$ cat src/rtl/ifg_pkg.sv
package ifg_pkg;

  typedef enum logic [1:0] {
    OP_ADD = 2'd0,
    OP_SUB = 2'd1,
    OP_MUL = 2'd2,
    OP_SHR = 2'd3
  } opSel_e;

  typedef enum logic [1:0] {
    CLS_NONNEG   = 2'd0,
    CLS_NEG      = 2'd1,
    CLS_STRADDLE = 2'd2
  } signCls_e;

  // strobes from control to datapath
  typedef struct packed {
    logic load;
    logic doAdd;
    logic doSub;
    logic doMul;
    logic doShr;
  } ctrlStrobe_t;

  // pair code: bit1 selects X endpoint (0 lo, 1 hi), bit0 selects Y endpoint
  localparam logic [1:0] PAIR_LL = 2'b00;
  localparam logic [1:0] PAIR_LU = 2'b01;
  localparam logic [1:0] PAIR_UL = 2'b10;
  localparam logic [1:0] PAIR_UU = 2'b11;

  localparam int unsigned NUM_CLS  = 3;
  localparam int unsigned CASE_W   = 4;
  localparam logic [CASE_W-1:0] CASE_BOTH_STRADDLE = CASE_W'(NUM_CLS * NUM_CLS - 1);

endpackage

$ cat src/rtl/ifg_sign_class.sv
module ifg_sign_class
  import ifg_pkg::*;
#(
  parameter int unsigned W = 16
) (
  input  logic signed [W-1:0] lo,
  input  logic signed [W-1:0] hi,
  output signCls_e            cls
);

  always_comb begin
    if (!lo[W-1]) begin
      cls = CLS_NONNEG;
    end else if (hi[W-1]) begin
      cls = CLS_NEG;
    end else begin
      cls = CLS_STRADDLE;
    end
  end

endmodule

$ cat src/rtl/ifg_ctrl.sv
module ifg_ctrl
  import ifg_pkg::*;
(
  input  logic        clk,
  input  logic        rstN,
  input  logic        cmdValid,
  input  logic [1:0]  cmdCode,
  output ctrlStrobe_t strobe,
  output logic        outValid
);

  always_comb begin
    strobe      = '0;
    strobe.load = cmdValid;
    if (cmdValid) begin
      case (cmdCode)
        2'd0:    strobe.doAdd = 1'b1;
        2'd1:    strobe.doSub = 1'b1;
        2'd2:    strobe.doMul = 1'b1;
        default: strobe.doShr = 1'b1;
      endcase
    end
  end

  always_ff @(posedge clk or negedge rstN) begin
    if (!rstN) begin
      outValid <= 1'b0;
    end else begin
      outValid <= cmdValid;
    end
  end

  logic primed;
  always_ff @(posedge clk or negedge rstN) begin
    if (!rstN) primed <= 1'b0;
    else       primed <= 1'b1;
  end

  // result flag follows the command by exactly one cycle
  p_valid_lat_r1: assert property (@(posedge clk) disable iff (!rstN)
    primed |-> (outValid == $past(cmdValid)));

endmodule

$ cat src/rtl/ifg_dpath.sv
module ifg_dpath
  import ifg_pkg::*;
#(
  parameter int unsigned W   = 16,
  parameter int unsigned SHW = 4
) (
  input  logic                clk,
  input  logic                rstN,
  input  ctrlStrobe_t         strobe,
  input  logic [SHW-1:0]      shiftIn,
  input  logic signed [W-1:0] xLo,
  input  logic signed [W-1:0] xHi,
  input  logic signed [W-1:0] yLo,
  input  logic signed [W-1:0] yHi,
  output opSel_e              loOpQ,
  output opSel_e              hiOpQ,
  output logic [1:0]          loPairQ,
  output logic [1:0]          loAltQ,
  output logic [1:0]          hiPairQ,
  output logic [1:0]          hiAltQ,
  output logic                pickQ,
  output logic [CASE_W-1:0]   mulCaseQ,
  output logic                disjointQ,
  output logic [SHW-1:0]      shiftQ
);

  localparam int unsigned NUM_OPND = 2;

  // ---------------- sign classification ----------------
  logic signed [W-1:0] opLo [NUM_OPND];
  logic signed [W-1:0] opHi [NUM_OPND];
  signCls_e            opCls [NUM_OPND];

  assign opLo[0] = xLo;
  assign opHi[0] = xHi;
  assign opLo[1] = yLo;
  assign opHi[1] = yHi;

  for (genvar g = 0; g < NUM_OPND; g++) begin : g_cls
    ifg_sign_class #(.W(W)) u_cls (
      .lo  (opLo[g]),
      .hi  (opHi[g]),
      .cls (opCls[g])
    );
  end

  logic [CASE_W-1:0] caseIdx;
  assign caseIdx = CASE_W'(opCls[0]) * CASE_W'(NUM_CLS) + CASE_W'(opCls[1]);

  // ---------------- disjoint cross compare ----------------
  logic yBelowX, xBelowY, disjointD;
  assign yBelowX   = (yHi < xLo);
  assign xBelowY   = (xHi < yLo);
  assign disjointD = yBelowX | xBelowY;

  // ---------------- endpoint pair selection ----------------
  opSel_e         loOpD, hiOpD;
  logic [1:0]     loPairD, loAltD, hiPairD, hiAltD;
  logic           pickD;
  logic [SHW-1:0] shiftD;

  always_comb begin
    loOpD   = OP_ADD;
    hiOpD   = OP_ADD;
    loPairD = PAIR_LL;
    hiPairD = PAIR_UU;
    loAltD  = PAIR_LL;
    hiAltD  = PAIR_UU;
    pickD   = 1'b0;
    shiftD  = '0;
    if (strobe.doSub) begin
      loOpD   = OP_SUB;
      hiOpD   = OP_SUB;
      loPairD = PAIR_LU;
      hiPairD = PAIR_UL;
    end else if (strobe.doMul) begin
      loOpD = OP_MUL;
      hiOpD = OP_MUL;
      case (caseIdx)
        4'd0: begin loPairD = PAIR_LL; hiPairD = PAIR_UU; end // +,+
        4'd1: begin loPairD = PAIR_UL; hiPairD = PAIR_LU; end // +,-
        4'd2: begin loPairD = PAIR_UL; hiPairD = PAIR_UU; end // +,0
        4'd3: begin loPairD = PAIR_LU; hiPairD = PAIR_UL; end // -,+
        4'd4: begin loPairD = PAIR_UU; hiPairD = PAIR_LL; end // -,-
        4'd5: begin loPairD = PAIR_LU; hiPairD = PAIR_LL; end // -,0
        4'd6: begin loPairD = PAIR_LU; hiPairD = PAIR_UU; end // 0,+
        4'd7: begin loPairD = PAIR_UL; hiPairD = PAIR_LL; end // 0,-
        default: begin                                          // 0,0
          loPairD = PAIR_LU;
          hiPairD = PAIR_LL;
          pickD   = 1'b1;
        end
      endcase
    end else if (strobe.doShr) begin
      loOpD   = OP_SHR;
      hiOpD   = OP_SHR;
      loPairD = PAIR_LL;
      hiPairD = PAIR_UL;
      shiftD  = shiftIn;
    end
    if (pickD) begin
      loAltD = PAIR_UL;
      hiAltD = PAIR_UU;
    end else begin
      loAltD = loPairD;
      hiAltD = hiPairD;
    end
  end

  // ---------------- output register ----------------
  always_ff @(posedge clk or negedge rstN) begin
    if (!rstN) begin
      loOpQ     <= OP_ADD;
      hiOpQ     <= OP_ADD;
      loPairQ   <= '0;
      loAltQ    <= '0;
      hiPairQ   <= '0;
      hiAltQ    <= '0;
      pickQ     <= 1'b0;
      mulCaseQ  <= '0;
      disjointQ <= 1'b0;
      shiftQ    <= '0;
    end else if (strobe.load) begin
      loOpQ     <= loOpD;
      hiOpQ     <= hiOpD;
      loPairQ   <= loPairD;
      loAltQ    <= loAltD;
      hiPairQ   <= hiPairD;
      hiAltQ    <= hiAltD;
      pickQ     <= pickD;
      mulCaseQ  <= caseIdx;
      disjointQ <= disjointD;
      shiftQ    <= shiftD;
    end
  end

  logic primed;
  always_ff @(posedge clk or negedge rstN) begin
    if (!rstN) primed <= 1'b0;
    else       primed <= 1'b1;
  end

  // without a command the registered decision is frozen
  p_hold_r2: assert property (@(posedge clk) disable iff (!rstN)
    (primed && !$past(strobe.load)) |->
      ($stable(loPairQ) && $stable(hiPairQ) && $stable(disjointQ) && $stable(mulCaseQ)));

  // a min/max request only ever comes from the straddle-straddle product
  p_pick_zz_r7: assert property (@(posedge clk) disable iff (!rstN)
    pickQ |-> (mulCaseQ == CASE_BOTH_STRADDLE && loOpQ == OP_MUL && hiOpQ == OP_MUL));

  // with no selection pending, the alternate candidate repeats the primary
  p_alt_match_r6: assert property (@(posedge clk) disable iff (!rstN)
    !pickQ |-> (loAltQ == loPairQ && hiAltQ == hiPairQ));

  // shift operation always scales the two X endpoints
  p_div_pairs_r8: assert property (@(posedge clk) disable iff (!rstN)
    (loOpQ == OP_SHR) |-> (loPairQ == PAIR_LL && hiPairQ == PAIR_UL && hiOpQ == OP_SHR));

endmodule

$ cat src/rtl/interval_flag_gen.sv
module interval_flag_gen
  import ifg_pkg::*;
#(
  parameter int unsigned W   = 16,
  parameter int unsigned SHW = 4
) (
  input  logic                 clk,
  input  logic                 rstN,
  input  logic                 cmdValid,
  input  logic [1:0]           cmdCode,
  input  logic [SHW-1:0]       shiftIn,
  input  logic signed [W-1:0]  xLo,
  input  logic signed [W-1:0]  xHi,
  input  logic signed [W-1:0]  yLo,
  input  logic signed [W-1:0]  yHi,
  output logic                 outValid,
  output logic [1:0]           loOp,
  output logic [1:0]           hiOp,
  output logic [1:0]           loPair,
  output logic [1:0]           loPairAlt,
  output logic [1:0]           hiPair,
  output logic [1:0]           hiPairAlt,
  output logic                 pickNeeded,
  output logic [CASE_W-1:0]    mulCase,
  output logic                 disjoint,
  output logic [SHW-1:0]       shiftOut
);

  ctrlStrobe_t strobe;
  opSel_e      loOpQ, hiOpQ;

  ifg_ctrl u_ctrl (
    .clk      (clk),
    .rstN     (rstN),
    .cmdValid (cmdValid),
    .cmdCode  (cmdCode),
    .strobe   (strobe),
    .outValid (outValid)
  );

  ifg_dpath #(.W(W), .SHW(SHW)) u_dpath (
    .clk       (clk),
    .rstN      (rstN),
    .strobe    (strobe),
    .shiftIn   (shiftIn),
    .xLo       (xLo),
    .xHi       (xHi),
    .yLo       (yLo),
    .yHi       (yHi),
    .loOpQ     (loOpQ),
    .hiOpQ     (hiOpQ),
    .loPairQ   (loPair),
    .loAltQ    (loPairAlt),
    .hiPairQ   (hiPair),
    .hiAltQ    (hiPairAlt),
    .pickQ     (pickNeeded),
    .mulCaseQ  (mulCase),
    .disjointQ (disjoint),
    .shiftQ    (shiftOut)
  );

  assign loOp = loOpQ;
  assign hiOp = hiOpQ;

  logic primed;
  always_ff @(posedge clk or negedge rstN) begin
    if (!rstN) primed <= 1'b0;
    else       primed <= 1'b1;
  end

  // overlap flag matches the signed cross comparison of the accepted operands
  p_disjoint_r9: assert property (@(posedge clk) disable iff (!rstN)
    (primed && outValid) |->
      (disjoint == (($past(yHi) < $past(xLo)) || ($past(xHi) < $past(yLo)))));

  // only a shift command may carry a nonzero shift amount
  p_shift_zero_r8: assert property (@(posedge clk) disable iff (!rstN)
    (loOp != 2'd3) |-> (shiftOut == '0));

  // a command code of shift is reflected in both op selects together
  p_op_pair_r1: assert property (@(posedge clk) disable iff (!rstN)
    (primed && outValid) |-> (loOp == hiOp && loOp == $past(cmdCode)));

endmodule

$ cat config.mk
export PLATFORM = sky130hd
export DESIGN_NAME = interval_flag_gen
export DESIGN_NICKNAME = d
export VERILOG_FILES = /design/src/rtl/ifg_pkg.sv /design/src/rtl/ifg_sign_class.sv /design/src/rtl/ifg_ctrl.sv /design/src/rtl/ifg_dpath.sv /design/src/rtl/interval_flag_gen.sv
export SDC_FILE = /design/constraint.sdc
export NUM_CORES = 1
export LEC_CHECK = 0
export ABC_AREA = 0
export CORE_MARGIN = 4
export CORE_UTILIZATION = 42
export DETAILED_ROUTE_END_ITERATION = 6
export HOLD_SLACK_MARGIN = 0.15
export MAX_ROUTING_LAYER = met4
export PLACE_DENSITY = 0.86
export SYNTH_ARGS = -nofsm -noshare
export SYNTH_HDL_FRONTEND = slang
export SYNTH_SLANG_ARGS = --single-unit
export TNS_END_PERCENT = 1
$ cat constraint.sdc
create_clock -name clk -period 1.95 [get_ports clk]
set_input_delay 0.39 -clock clk [delete_from_list [all_inputs] [get_ports clk]]
set_output_delay 0.39 -clock clk [all_outputs]
set_load 0.02 [all_outputs]
# After elaboration in Yosys (flattened, before gate mapping)
# Cells that the tools add are included.
word_totals:
  ff_bits: 21
  in_bits: 73
classes:
  bitwise: 1
  mul: 1
  n_eq_ne: 9
  magnitude_cmp: 2
  addsub: 1
  reduce_logical: 6
  muxes: 26
ops:
  columns: ["cell", "n"]
  rows:
  - ["< comparator 16 bit", 2]
  - ["2-to-1 mux 2 bit", 13]
  - ["equality test 4 x 3 -> 1 bit (second input constant)", 4]
  - ["2-to-1 mux 4 bit", 3]
  - ["case mux 2 bit (3 select lines)", 2]
  - ["OR reduction 3 bit", 3]
  - ["equality test 4 x 2 -> 1 bit (second input constant)", 2]
  - ["OR reduction 8 bit", 1]
  - ["2-to-1 mux 1 bit", 7]
  - ["adder 4 x 2 -> 4 bit", 1]
  - ["equality test 4 x 1 -> 1 bit (second input constant)", 1]
  - ["zero test 4 bit", 1]
  - ["multiplier 2 x 2 -> 4 bit (second input constant)", 1]
  - ["2-to-1 mux 3 bit", 1]
  - ["equality test 2 x 1 -> 1 bit (second input constant)", 1]
  - ["equality test 2 bit (second input constant)", 1]
  - ["zero test 2 bit", 1]
  - ["OR 1 bit", 1]

# Depth between registers and ports, before layout
# Gate-level depths: netlist of run 1.
logic_depth:
  word_depth: 10
  mapped_depth: 10

# By module
# From an unflattened synthesis of run 1, not the netlist that was laid out.
hier_totals:
  hier_cells: 209
  area_unflattened_um2: 1845.5
by_module_without_submodules:
  columns: ["mod", "cells_per_inst", "n_inst", "area_per_inst_um2"]
  rows:
  - ["ifg_dpath", 199, 1, 1742.9]
  - ["ifg_ctrl", 6, 1, 70.1]
  - ["ifg_sign_class", 2, 2, 16.3]

# Worst setup path after synthesis of run 1
# Ideal clock, no wire load.
synth_path:
  kind: "input to register"
  from: "in yLo[15]"
  to: "reg u_dpath.hiAltQ[0]"
  slack_ps: -329
  path_stages: 8
  path_buffers: 0
  required_time_ps: 1867
  arrival_time_ps: 2196
  path_cell_list: "inv_1 > nor2_1 > ha_1 > ha_1 > fa_1 > a211o_1 > a311o_1 > o21ai_0"
synth_between:
  elab_chain_cells: 8
  word_cells_on_any_way: 19
  cone_classes: "add/sub (1); eq/ne (7); mux (8); reduce/logical (3)"
synth_lines:
  columns: ["element", "line_no", "source"]
  rows:
  - ["from (decl)", "interval_flag_gen.sv:14", "input logic signed [W-1:0] yLo,"]
  - ["2-to-1 mux 2 bit (*)", "ifg_sign_class.sv:12", "if (!lo[W-1]) begin"]
  - ["adder 4 x 2 -> 4 bit (*)", "ifg_dpath.sv:48", "assign caseIdx = CASE_W'(opCls[0]) * CASE_W'(NUM_CLS) + CASE_W'(opCls[1]);"]
  - ["net u_dpath.caseIdx[2]", "ifg_dpath.sv:47", "logic [CASE_W-1:0] caseIdx;"]
  - ["equality test 4 x 2 -> 1 bit, or another cell as far along", "ifg_dpath.sv:79", "case (caseIdx)"]
  - ["OR reduction 3 bit (no line) / OR reduction 8 bit (equally long branches)", null, null]
  - ["case mux 2 bit (3 select lines) / 2-to-1 mux 1 bit (equally long branches)", "ifg_dpath.sv:79", null]
  - ["2-to-1 mux 2 bit / 2-to-1 mux 1 bit (equally long branches)", "ifg_dpath.sv:76", "end else if (strobe.doMul) begin"]
  - ["2-to-1 mux 2 bit / 2-to-1 mux 1 bit (equally long branches)", "ifg_dpath.sv:71", "if (strobe.doSub) begin"]
  - ["2-to-1 mux 2 bit (*)", "ifg_dpath.sv:101", "if (pickD) begin"]
  - ["to (signal assigned)", "ifg_dpath.sv:129", "hiAltQ <= hiAltD;"]
  - ["to (decl)", "ifg_dpath.sv:20", "output logic [1:0] hiAltQ,"]
# Mark *: on every way through the listed nets, which the timed path passes. The rest lies on a longest branch.
# A chain may end at the register's enable or synchronous reset.

# Worst setup path after layout of run 1
layout_path:
  from: "in yLo[15]"
  to: "reg u_dpath.disjointQ"
layout_between:
  elab_chain_cells: 2
layout_lines:
  columns: ["element", "line_no", "source"]
  rows:
  - ["< comparator 16 bit", "ifg_dpath.sv:53", "assign xBelowY = (xHi < yLo);"]
  - ["OR 1 bit", "ifg_dpath.sv:54", "assign disjointD = yBelowX | xBelowY;"]
  - ["to (signal assigned)", "ifg_dpath.sv:132", "disjointQ <= disjointD;"]
  - ["to (decl)", "ifg_dpath.sv:23", "output logic disjointQ,"]
# Every way passes these cells.

==> flow_summary.ini, run 1 <==
[sta]
fin_crit_sh = 1.034
drv_slew = 0
worstMarginPinSlew_ns = 0.3266
worst_slack_ns = -0.06557
finClkSkew_ns = 0
setup_viol = 6
rsz0062_at_grt = true
min_period_ns = 2.016
max_freq_mhz = 496.1
hold_violations = 0
finalSetupTns_ns = -0.2010
fin_hold_ws_ns = 0.4672
slew_headroom = 0.7795

[flow_run]
drv_cap = 0

[cts]
cts.path.max_buffers = 2
cts_root_buf = clkbuf_8
clk_latency_ns = 0.26
htreeDepth = 1
cts.sinks = 21
cts_tree = built
numCtsBuffers = 3
clk_pin_slew_ns = 0.07

[logic_synthesis]
synth-edff-count = 0
syn_inst = 202
yosysUniqueCellTypes = 35
ys_ff_latch = 21
synth_nets = 309
ys_dominant_reg_cell = dfrtp_1
synth-seq-area-share = 0.2972
yosysWarnings = 0
synthArstFlopShare = 1.000
mappedNetlistArea_mm2 = 0.001768
syn_avg_cell_area_um2 = 8.752

[grt]
grt_pass1_vias = 1964
grt_first_pass_wirelength_um = 8790
gr-total-overflow = 0
grt_antenna_before_repair = 0
grtUsageMet3 = 0.03857
grt_max_degree = 22
grt_usage = 0.2185
globalRouteMet2Util = 0.4259
grt.busiest_layer = met2
grtUsageMet1 = 0.2172

[routing]
antenna_left = 0
vias = 1940
wl_um = 5792
wl_per_cell_um = 15.61
drtPass1Iterations = 4
drt_iter0_drc = 87
drc = 0
vias_per_cell = 5.229

[critical_path]
critPathLaunchType = input pin
critPathKind = input pin to flip-flop
cp.required_ns = 2.09
cp-end-kind = flip-flop
arrival_ns = 2.15
path_max_fanout = 3

[place]
dp.cells = 359
io_buffers = 95
placed_area_mm2 = 0.002895
dp_slack_ns = -0.7812
dpl.hpwl_um = 4248
place_congestion = 0.7614

[power]
p_sw_uw = 473.9
total_power_mw = 1.504
cellPowerDensity_mw_per_mm2 = 472.8
peakVddDrop_uv = 456.3
pwr-share-seq = 0.336
p_leak_nw = 1.481
sw_frac_of_total = 0.3151
pwr-share-clk = 0.185
internal_power_mw = 1.030
p_comb_frac = 0.479

[die]
core_mm2 = 0.004029
dieArea_mm2 = 0.005311
die_h_um = 72.88
die_x_um = 72.88
num_rows = 23
initial_core_util = 0.4388
io_pins = 96

[status]
violations = setup timing
run_status = complete, but fails checks

[final_layout]
fin_util = 0.7894
final_nets = 429
final_cells = 371
area_growth_pct = 79.90
antennaDiodeCount = 0
drive_gt1_frac = 0.2274
design_area_mm2 = 0.003181

[hold_path]
min_path_type = input pin to asynchronous set/reset pin
[registers in the layout, summed over array words and instances (netlist names)]
| register | count |
|---|---|
| u_dpath.mulCaseQ | 4 |
| u_dpath.pickQ | 1 |
| u_dpath.loAltQ | 2 |
| u_dpath.shiftQ | 4 |
| u_ctrl.outValid | 1 |
| u_dpath.disjointQ | 1 |
| u_dpath.loPairQ | 2 |
| u_dpath.hiAltQ | 2 |
| u_dpath.hiPairQ | 2 |
| u_dpath.loOpQ | 2 |
[power groups by stage]
stage          sequential (mW)  combinational (mW)  clock (mW)
2_1_floorplan            0.561               0.238           0
5_1_grt                  0.508               0.779       0.304
3_5_place_dp             0.510               0.634           0
4_1_cts                  0.504               0.685       0.284
3_3_place_gp             0.508               0.609           0
6_report                 0.505               0.720       0.279
[layout make-up]
| cell class | instances | area, µm² |
|---|---|---|
| Multi-Input combinational cell | 136 | 1260 |
| Timing Repair Buffer | 122 | 1145 |
| Fill cell | 257 | 848.3 |
| Sequential cell | 21 | 525.5 |
| Inverter | 38 | 142.6 |
| Tap cell | 50 | 62.56 |
| Clock buffer | 4 | 45.04 |
[worst paths after layout]
path,startpoint,to,slack [ns],cells after the start
min in group clk,u_dpath.shiftQ[3],u_dpath.shiftQ[3],0.49,1
min,rstN,u_dpath.shiftQ[3],0.47,2
max,yLo[15],u_dpath.disjointQ,-0.07,14
max in group asynchronous,rstN,u_dpath.hiAltQ[1],1.27,2
max reg2reg,u_dpath.mulCaseQ[2],u_dpath.mulCaseQ[2],1.15,1
min reg2reg,u_dpath.shiftQ[3],u_dpath.shiftQ[3],0.49,1
[metal layers]
metal,wire (µm),up-vias
met5,0,-
met4,178,0
met3,312,16
met2,3212,70
met1,2088,922
li1,-,932
[worst max-delay path: stages]
cell	delay (ns)
buf_6	0.07
inv_2	0.04
buf_4	0.12
buf_4	0.12
buf_4	0.13
buf_4	0.13
buf_4	0.12
buf_4	0.12
buf_4	0.12
buf_4	0.14
ha_4	0.27
nand4_1	0.12
o21ai_1	0.16
a31oi_1	0.09
[cells in the final DEF, fill, tap and decap left out, types with 9 or more instances in the layout]
| cell | netlist | layout |
|---|---|---|
| inv_1 | 37 | 31 |
| a21oi_1 | 11 | 9 |
| ha_1 | 33 | 23 |
| ha_4 | 0 | 10 |
| dfrtp_1 | 21 | 21 |
| nor2_1 | 20 | 17 |
| dlygate4sd2_1 | 0 | 9 |
| clkdlybuf4s50_1 | 0 | 82 |
| buf_4 | 2 | 27 |
| nand2_1 | 13 | 12 |
[synth_stat cells (3+ instances only)]
cell type,instances,area [µm²]
o21ai_0,8,40.04
ha_1,33,412.9
nor2_1,20,75.07
nand2_1,13,48.80
clkbuf_1,5,18.77
and2_1,3,18.77
inv_1,37,138.9
a21oi_1,11,55.05
nand2b_1,3,18.77
nand3_1,4,20.02
dfrtp_1,21,525.5
mux2_2,6,67.56
a21o_1,3,22.52
nand4_1,4,25.02
o2bb2ai_1,5,43.79
[cells by family after synthesis]
| logic type | after synthesis | share of synthesized area |
|---|---|---|
| buf+inv | 45 | 0.09978 |
| xor+xnor | 3 | 0.01486 |
| compound gates | 42 | 0.1720 |
| fa+ha+maj | 35 | 0.2505 |
| mux | 6 | 0.03821 |
| flops | 21 | 0.2972 |
| simple gates | 50 | 0.1274 |
[timing repair]
item                                   CTS  global route
endpoints found under the hold margin    0             0
setup endpoints to repair               11             8
resized for setup                       56            10
hold buffers                             0             0
pin swaps                               22            11
setup buffers                            8             0
Power figures use the tool's default switching activity.
==> inputs of run 2 (changes only) <==
--- a/config.mk
+++ b/config.mk
@@ -11,7 +11,7 @@
 export DETAILED_ROUTE_END_ITERATION = 6
 export HOLD_SLACK_MARGIN = 0.15
 export MAX_ROUTING_LAYER = met4
-export PLACE_DENSITY = 0.86
+export PLACE_DENSITY = 0.93
 export SYNTH_ARGS = -nofsm -noshare
 export SYNTH_HDL_FRONTEND = slang
 export SYNTH_SLANG_ARGS = --single-unit
==> run 2 against run 1 <==
Effect of this change: the flow still finishes with violations (setup timing); flip-flop and latch count unchanged; setup slack better by 0.032 ns; clock power up 4%; sequential power about the same; worst hold slack worse by 0.018 ns; cell area down 1.7%; non-clock buffer count down 11; final cell count down 3.0%; clock skew unchanged; via count down 4.8%.
==> flow_summary.ini, run 2 (synthesis results as in run 1) <==
[routing]
wl_per_cell_um = 14.89
wl_um = 5361
vias_per_cell = 5.128
antenna_left = 0
vias = 1846
drtPass1Iterations = 4
drt_iter0_drc = 61
drc = 0

[sta]
slew_headroom = 0.8161
fin_crit_sh = 1.017
min_period_ns = 1.984
finClkSkew_ns = 0
setup_viol = 5
max_freq_mhz = 504.1
worst_slack_ns = -0.03364
fin_hold_ws_ns = 0.4492
hold_violations = 0
rsz0062_at_grt = true
worstMarginPinSlew_ns = 0.2742
drv_slew = 0

[cts]
htreeDepth = 1
clk_latency_ns = 0.27
cts.path.max_buffers = 2
cts_root_buf = clkbuf_8
cts_tree = built
cts.sinks = 21
clk_pin_slew_ns = 0.08
numCtsBuffers = 3
hold_buffers = 0

[power]
cellPowerDensity_mw_per_mm2 = 475.8
p_comb_frac = 0.466
sw_frac_of_total = 0.3174
pwr-share-clk = 0.196
pwr-share-seq = 0.338
peakVddDrop_uv = 479.9
p_sw_uw = 472.2
internal_power_mw = 1.016
p_leak_nw = 1.492

[status]
run_status = complete, but fails checks
violations = setup timing

[critical_path]
crit_chain = buf_2 > and2_4 > ha_4 > ha_4 > fa_2 > a211o_1 > a311o_1 > o21ai_1
cp-end-kind = flip-flop
crit_path_start = xLo[15]
cpMostUsedCell = ha_4
regToRegEndpoint = u_dpath.mulCaseQ[0]
cp_slowest_cell = fa_2
arrival_ns = 2.18
reg2reg_slack_ns = 1.19
critPathLaunchType = input pin
path_max_fanout = 5
critPathKind = input pin to flip-flop
cp.required_ns = 2.14
ff2ff_path_depth = 1
max_stage_delay_ns = 0.53
r2r_start = u_dpath.mulCaseQ[0]

[grt]
gr-total-overflow = 0
grt_antenna_before_repair = 0
grt_first_pass_wirelength_um = 8314
grt_usage = 0.2056
grt_max_degree = 22
grt_pass1_vias = 1892

[place]
place_congestion = 0.7602
dpl.hpwl_um = 4201
io_buffers = 95
dp_slack_ns = -0.8211
dp.cells = 353

[final_layout]
seqCellArea_um2 = 525.5
reg_top3 = u_dpath.mulCaseQ x4, u_dpath.shiftQ x4
fillers = 263
fin_util = 0.7761
mostFrequentLayoutCells = clkdlybuf4s50_1, inv_1, ha_1
final_cells = 360
antennaDiodeCount = 0
final_nets = 418
drive_gt1_frac = 0.1903
final_common_cell = clkdlybuf4s50_1
area_growth_pct = 76.86
multiInputGateArea_mm2 = 0.001250

[die]
dieArea_mm2 = 0.005311
core_mm2 = 0.004029
num_rows = 23
initial_core_util = 0.4388
io_pins = 96
die_h_um = 72.88
die_x_um = 72.88

[hold_path]
min_path_type = input pin to asynchronous set/reset pin

[flow_run]
drv_cap = 0
[run 2: cell count changes in the layout (fill, tap and decap cells not counted), sizes merged]
cell,change
buf,-11
dlygate4sd2,-9
dlymetal6s2s,+8
clkbuf,-1
clkdlybuf4s50,+1
clkinv,+1
[run 2: cell type report]
| type | instances | share of cell area |
|---|---|---|
| clock buffers | 3 | 0.01321 |
| well taps | 50 | 0.02001 |
| clock inverters | 1 | 0.001601 |
| flip-flops and latches | 21 | 0.1681 |
| repair buffers | 111 | 0.3509 |
| inverters | 38 | 0.04642 |
| multi-input cells | 136 | 0.3998 |
[run 2: repair_timing]
item / in CTS / in global routing
cloned: 0 / 0
setup buffers: 2 / 1
gates resized for setup: 36 / 28
setup endpoints to repair: 12 / 8
pin swaps: 10 / 19
[run 2: critical path: cells and delay by family]
kind / cells / cell delay (ns)
simple gates: 1 / 0.14
buf+inv: 1 / 0.13
fa+ha+maj: 3 / 0.84
compound gates: 3 / 0.67
[run 2: how the worst max path moves through the flow]
stage	to	slack, ns	cells past startpoint
global route	u_dpath.loAltQ[1]	-0.13	10
floorplan	u_dpath.hiAltQ[0]	-0.18	7
detailed placement	u_dpath.hiPairQ[1]	-0.82	10
finish	u_dpath.hiAltQ[0]	-0.03	8
global placement	u_dpath.hiAltQ[0]	-0.70	9
CTS	u_dpath.loAltQ[1]	-0.06	9
[run 2: power by group through the flow]
stage | Sequential, mW | Combinational, mW | Clock, mW
2_1_floorplan | 0.561 | 0.238 | 0
3_3_place_gp | 0.508 | 0.595 | 0
3_5_place_dp | 0.510 | 0.617 | 0
4_1_cts | 0.502 | 0.663 | 0.290
5_1_grt | 0.509 | 0.759 | 0.310
6_report | 0.503 | 0.694 | 0.291
[run 2: stage by stage]
stage,area [µm²],power [mW],setup TNS (ns)
6_report,3127,1.488,-0.09809
5_1_grt,3127,1.578,-0.6390
4_1_cts,3009,1.455,-0.1223
3_5_place_dp,2850,1.127,-7.333
3_3_place_gp,2850,1.103,-6.387
2_1_floorplan,1773,0.7988,-0.8925
[run 2: layer usage]
layer  vias to the layer above  share of wire  wire [µm]  global-route usage
met5                         -              0          0                   -
met4                         0          0.043        233              0.1004
met3                        20          0.059        315             0.03030
met2                        78           0.55       2954              0.3768
met1                       847           0.35       1856              0.2122
li1                        901              -          -                   -
==> inputs of run 3 (changes only) <==
--- a/config.mk
+++ b/config.mk
@@ -15,4 +15,4 @@
 export SYNTH_ARGS = -nofsm -noshare
 export SYNTH_HDL_FRONTEND = slang
 export SYNTH_SLANG_ARGS = --single-unit
-export TNS_END_PERCENT = 1
+export TNS_END_PERCENT = 10
==> results of run 3 <==
The final DEF is identical to that of run 2; final timing and power are the same.
